==> src/rtl/link_alarm_pkg.sv <==
package link_alarm_pkg;
  localparam int DW = 8;
  localparam int AW = 3;
  localparam logic [AW-1:0] A_TXMASK  = 3'd0;
  localparam logic [AW-1:0] A_RXMASK  = 3'd1;
  localparam logic [AW-1:0] A_TXEN    = 3'd2;
  localparam logic [AW-1:0] A_RXEN    = 3'd3;
  localparam logic [AW-1:0] A_TOPEN   = 3'd4;
  localparam logic [AW-1:0] A_TXSTAT  = 3'd5;
  localparam logic [AW-1:0] A_RXSTAT  = 3'd6;
  localparam logic [AW-1:0] A_TOPSTAT = 3'd7;
  localparam int TOPW = 3;
endpackage

==> src/rtl/sticky_bits.sv <==
module sticky_bits #(
  parameter int W = 8,
  parameter logic [W-1:0] LATCH = '1
) (
  input  logic         clk,
  input  logic         rst_n,
  input  logic [W-1:0] cond,
  input  logic         clr,
  output logic [W-1:0] q
);
  for (genvar i = 0; i < W; i++) begin : g_bit
    if (LATCH[i]) begin : g_lh
      always_ff @(posedge clk) begin
        if (!rst_n) q[i] <= 1'b0;
        else        q[i] <= cond[i] | (q[i] & ~clr);
      end
    end else begin : g_live
      always_ff @(posedge clk) begin
        if (!rst_n) q[i] <= 1'b0;
        else        q[i] <= cond[i];
      end
    end
  end
endmodule

==> src/rtl/masked_any.sv <==
module masked_any #(
  parameter int W = 8
) (
  input  logic [W-1:0] vec,
  input  logic [W-1:0] mask,
  output logic         any
);
  assign any = |(vec & mask);
endmodule

==> src/rtl/link_watch.sv <==
module link_watch (
  input  logic clk,
  input  logic rst_n,
  input  logic sig_det,
  input  logic blk_lock,
  input  logic lane_align,
  output logic changed
);
  logic link_now, link_q, seen_q;
  assign link_now = sig_det & blk_lock & lane_align;
  always_ff @(posedge clk) begin
    if (!rst_n) begin
      link_q <= 1'b0;
      seen_q <= 1'b0;
    end else begin
      link_q <= link_now;
      seen_q <= 1'b1;
    end
  end
  assign changed = seen_q & (link_now ^ link_q);
endmodule

==> src/rtl/link_alarm_agg.sv <==
module link_alarm_agg
  import link_alarm_pkg::*;
#(
  parameter int NTXM = 6,
  parameter int NRXM = 2,
  parameter int NTXE = 4,
  parameter int NTXL = 3,
  parameter int NRXE = 4
) (
  input  logic            clk,
  input  logic            rst_n,
  input  logic [NTXM-1:0] tx_mon,
  input  logic [NRXM-1:0] rx_mon,
  input  logic [NTXE-1:0] tx_evt,
  input  logic [NTXL-1:0] tx_live,
  input  logic [NRXE-1:0] rx_evt,
  input  logic            sig_det,
  input  logic            blk_lock,
  input  logic            lane_align,
  input  logic            reg_wr,
  input  logic            reg_rd,
  input  logic [AW-1:0]   reg_addr,
  input  logic [DW-1:0]   reg_wdata,
  output logic [DW-1:0]   reg_rdata,
  output logic            irq_n
);
  localparam int TXW = 1 + NTXE + NTXL;
  localparam int RXW = 1 + NRXE;
  localparam logic [TXW-1:0] TX_LATCH  = TXW'((1 << (1 + NTXE)) - 1);
  localparam logic [RXW-1:0] RX_LATCH  = '1;
  localparam logic [TXW-1:0] TX_EN_RST = TXW'(((1 << TXW) - 1) & ~3);
  localparam logic [RXW-1:0] RX_EN_RST = RXW'(((1 << RXW) - 1) & ~1);

  logic [NTXM-1:0] txmask_q;
  logic [NRXM-1:0] rxmask_q;
  logic [TXW-1:0]  txen_q, tx_stat;
  logic [RXW-1:0]  rxen_q, rx_stat;
  logic [TOPW-1:0] topen_q, top_stat;
  logic tx_flag, rx_flag, tx_alarm, rx_alarm, link_chg, ls_q, irq_q;
  logic rd_tx, rd_rx, rd_top;

  // register writes
  always_ff @(posedge clk) begin
    if (!rst_n) begin
      txmask_q <= '0;
      rxmask_q <= '0;
      txen_q   <= TX_EN_RST;
      rxen_q   <= RX_EN_RST;
      topen_q  <= '0;
    end else if (reg_wr) begin
      case (reg_addr)
        A_TXMASK: txmask_q <= reg_wdata[NTXM-1:0];
        A_RXMASK: rxmask_q <= reg_wdata[NRXM-1:0];
        A_TXEN:   txen_q   <= reg_wdata[TXW-1:0];
        A_RXEN:   rxen_q   <= reg_wdata[RXW-1:0];
        A_TOPEN:  topen_q  <= reg_wdata[TOPW-1:0];
        default: ;
      endcase
    end
  end

  assign rd_tx  = reg_rd && (reg_addr == A_TXSTAT);
  assign rd_rx  = reg_rd && (reg_addr == A_RXSTAT);
  assign rd_top = reg_rd && (reg_addr == A_TOPSTAT);

  // first level: monitor flags
  masked_any #(.W(NTXM)) u_txflag (.vec(tx_mon), .mask(txmask_q), .any(tx_flag));
  masked_any #(.W(NRXM)) u_rxflag (.vec(rx_mon), .mask(rxmask_q), .any(rx_flag));

  // status capture
  sticky_bits #(.W(TXW), .LATCH(TX_LATCH)) u_txst (
    .clk(clk), .rst_n(rst_n), .cond({tx_live, tx_evt, tx_flag}), .clr(rd_tx), .q(tx_stat));
  sticky_bits #(.W(RXW), .LATCH(RX_LATCH)) u_rxst (
    .clk(clk), .rst_n(rst_n), .cond({rx_evt, rx_flag}), .clr(rd_rx), .q(rx_stat));

  link_watch u_link (.clk(clk), .rst_n(rst_n), .sig_det(sig_det), .blk_lock(blk_lock),
                     .lane_align(lane_align), .changed(link_chg));
  sticky_bits #(.W(1), .LATCH(1'b1)) u_ls (
    .clk(clk), .rst_n(rst_n), .cond(link_chg), .clr(rd_top), .q(ls_q));

  // second level: path alarms
  masked_any #(.W(TXW)) u_txal (.vec(tx_stat), .mask(txen_q), .any(tx_alarm));
  masked_any #(.W(RXW)) u_rxal (.vec(rx_stat), .mask(rxen_q), .any(rx_alarm));
  assign top_stat = {rx_alarm, tx_alarm, ls_q};

  // interrupt
  always_ff @(posedge clk) begin
    if (!rst_n) irq_q <= 1'b0;
    else        irq_q <= |(top_stat & topen_q);
  end
  assign irq_n = ~irq_q;

  // read mux
  always_comb begin
    reg_rdata = '0;
    if (reg_rd) begin
      case (reg_addr)
        A_TXMASK:  reg_rdata = DW'(txmask_q);
        A_RXMASK:  reg_rdata = DW'(rxmask_q);
        A_TXEN:    reg_rdata = DW'(txen_q);
        A_RXEN:    reg_rdata = DW'(rxen_q);
        A_TOPEN:   reg_rdata = DW'(topen_q);
        A_TXSTAT:  reg_rdata = DW'(tx_stat);
        A_RXSTAT:  reg_rdata = DW'(rx_stat);
        default:   reg_rdata = DW'(top_stat);
      endcase
    end
  end
endmodule

==> config.mk <==
export PLATFORM = sky130hd
export DESIGN_NAME = link_alarm_agg
export DESIGN_NICKNAME = d
export VERILOG_FILES = /design/src/rtl/link_alarm_pkg.sv /design/src/rtl/sticky_bits.sv /design/src/rtl/masked_any.sv /design/src/rtl/link_watch.sv /design/src/rtl/link_alarm_agg.sv
export SDC_FILE = /design/constraint.sdc
export NUM_CORES = 1
export LEC_CHECK = 0
export ABC_AREA = 1
export CAP_MARGIN = 20
export CORE_MARGIN = 3
export CORE_UTILIZATION = 50
export DETAILED_ROUTE_END_ITERATION = 10
export DONT_BUFFER_PORTS = 1
export PLACE_DENSITY = 0.68
export SLEW_MARGIN = 30
export SYNTH_ARGS = -nofsm -noshare
export SYNTH_HDL_FRONTEND = slang
export SYNTH_HIERARCHICAL = 1
export SYNTH_SLANG_ARGS = --single-unit
==> constraint.sdc <==
create_clock -name clk -period 1.2 [get_ports clk]
set_input_delay 0.24 -clock clk [delete_from_list [all_inputs] [get_ports clk]]
set_output_delay 0.24 -clock clk [all_outputs]
set_load 0.02 [all_outputs]
==> run metrics <==
status=finished, violations left; failing checks=negative setup slack; Port-buffer cells=0; Syn Inst Count=321; metal2 WL=2.626 mm; commonest non-fill, non-tap cell in the layout=nand2_1; r2r startpoint=u_rxst/q[1]; initial antenna violation count=0; fillers=380; share of the synthesized area in the top cell type=0.3832; via count=2,063; CTS root buf=clkbuf_8; ranking of synthesized cells by area=dfxtp_1, nand2_1, inv_1, nand3_1, nor2_1; Inserted Clock Buffers=5; Synth Area in Compound Gates=0.1168; number of library cell types mapped by synthesis=27; ant diodes=0; Hold Crit Class=in2reg; Setup Crit Path Kind=reg2out; Req. time, crit path=960 ps; hold_sp=rst_n; Final WS setup=-295.5 ps; total track usage=0.2299; Sink Count=41; RSZ-0062 raised after global routing=true; cell area power density=1077 nW/µm²; layout cell share with drive strength beyond 1=0.2778; post-synthesis simple-gate area fraction=0.3808; clock slew at reported path FFs=80 ps; CP Max Fanout=2; drt total wl=5.571 mm; routed len/inst=14.21 µm; wire length on met3=406 µm; Leak=1.213 nW; Seq cells post-synth=41; 1st-pass router iterations=4; drc violations=0; FMAX=668.7 MHz; max cap viols=0; Area Overhead vs Synth=19.98%; crit end category=output port; Crit path arrival time=1260 ps; die area=5106 µm²; Worst VDD drop=0.7748 mV; insertion delay to the later sink of the worst-skew pair=300 ps; CTS tree=yes; pin count of the biggest net entering global routing=32; Avg Inst Size Synth=6.673 µm²; Congestion Overflow GR=0; min Tclk post-route=1496 ps; effective utilization at floorplan=0.5279; die width=71.46 µm; max layer used=met4; multiplexer share of the synthesized area=0; register area=842.1 µm²; startpoint types=flip-flop; vias in the first global route=1,915; initial detailed-routing violation count=159; Ports=46; Mapped Nets=358; remaining antenna violation count after routing=0; Synth Area in Adders=0; max-slew headroom at the worst pin=0.7573; largest family of logic cells by synthesized area=simple AND/OR/NAND/NOR gates; DIE HEIGHT=71.46 µm; Fin. Hold Viols=0; XOR/XNOR share of the synthesized area=0; first-pass GRT wire length=9.197 mm; via/cell ratio=5.263; final total power=0.002768 W; Register-to-Register Path Depth=9; RePlAce Congestion=0.8386; post-synth top area cell=dfxtp_1; H-tree Lvls=2; Seq/Total Area, Yosys=0.3832; worst setup path startpoint=u_rxst/q[1]; multi-input logic area=1181 µm²; Final Max Slew Viols=0; synth warn=6; Max Buffers Root-to-Sink=2; most frequent cells in the layout=nand2_1, inv_1, dfxtp_1; setup violators final=6; Clock Skews=5.725 ps; fin crit share=1.246; row count=23; post-place setup slack=-61.86 ps; Post-DP HPWL=4.028 mm; Tightest Pin Transition=360.8 ps; core area=4058 µm²; nets=378; synthesized area=2142 µm²; wl on met1=2.482 mm; worst hold stages=1
## final timing paths
kind,slack (ps),to
setup / recovery,-300,reg_rdata[2]
hold / removal,40,rxen_q[1]
setup reg to reg,170,irq_q
hold reg to reg,480,topen_q[0]
## layer usage
metal | vias to the layer above | GRT usage
met2 | 67 | 0.3561
met5 | - | 0
met1 | 924 | 0.3038
met4 | 0 | 0.08559
li1 | 1066 | -
met3 | 6 | 0.06732
## layout make-up
class                           count  share of cell area
Inverter                           49             0.07741
Timing Repair Buffer               23             0.07887
Clock inverter                      2            0.003895
Tap cell                           50             0.02434
Clock buffer                        6             0.02824
Multi-Input combinational cell    221              0.4596
Sequential cell                    41              0.3277
## cell families (layout without fill, tap and decap cells)
kind of cell | after synthesis | after routing
AOI/OAI and AO/OA | 43 | 43
DFF | 41 | 41
and+or+nand+nor | 178 | 178
buffers and inverters | 59 | 80
## cells in the mapped netlist
| cell type | instances |
|---|---|
| nand2_1 | 99 |
| a21oi_1 | 17 |
| nor2_1 | 26 |
| buf_6 | 2 |
| nand3_1 | 25 |
| nand4_1 | 15 |
| o21ai_0 | 8 |
| nor3_2 | 1 |
| nand2_2 | 4 |
| a22oi_1 | 2 |
| nor2_8 | 1 |
| nand2_4 | 1 |
| nand3_2 | 1 |
| nor3_4 | 1 |
| clkinv_4 | 1 |
| dfxtp_1 | 41 |
| inv_1 | 38 |
| a21oi_2 | 7 |
| a31oi_1 | 1 |
| clkbuf_1 | 3 |
| nor4_1 | 2 |
| o211ai_1 | 1 |
| nor2_4 | 2 |
| buf_2 | 2 |
| buf_4 | 3 |
| o21ai_1 | 7 |
| inv_2 | 10 |
## registers in the layout (all words and copies together) (netlist names)
signal         flops
rxen_q             5
irq_q              1
rxmask_q           2
u_link/link_q      1
txmask_q           6
u_ls/q             1
topen_q            3
u_link/seen_q      1
txen_q             8
u_txst/q           8
u_rxst/q           5
## power breakdown
group,switching (W),total (W),internal (W)
combinational,0.000237,0.000408,0.000172
clock,0.000483,0.000887,0.000404
sequential,0.0000453,0.00147,0.00143
## critical path, cell delays in order, from the launching register on
cell,delay (ps)
dfxtp_2,330
nand2_2,60
nand2_1,50
nor2_1,80
nand2_1,80
o21ai_1,160
a21oi_2,50
buf_4,160
## per-stage QoR
stage	cell area (µm²)	TNS (ps)	hold slack, ps	std cells	utilization
after floorplan	2225	-172.9	267.7	321	-
after global placement	2341	-116.7	269.8	379	0.5769
after detailed placement	2341	-182.9	269.6	379	0.5769
after CTS	2529	-1138	26.86	391	0.6232
after global routing	2570	-1538	21.54	392	0.6334
final	2570	-1071	37.56	392	0.6334
## what timing repair did
item / 4_1_cts / 5_1_grt
buffers inserted: 3 / 2
endpoints found under the hold margin: 1 / 0
pin swaps: 13 / 9
cloned: 0 / 0
gates resized for setup: 27 / 13
hold buffers: 1 / 0
endpoints found under the setup margin: 8 / 9
Note: power is estimated with default switching activity, not from simulation.
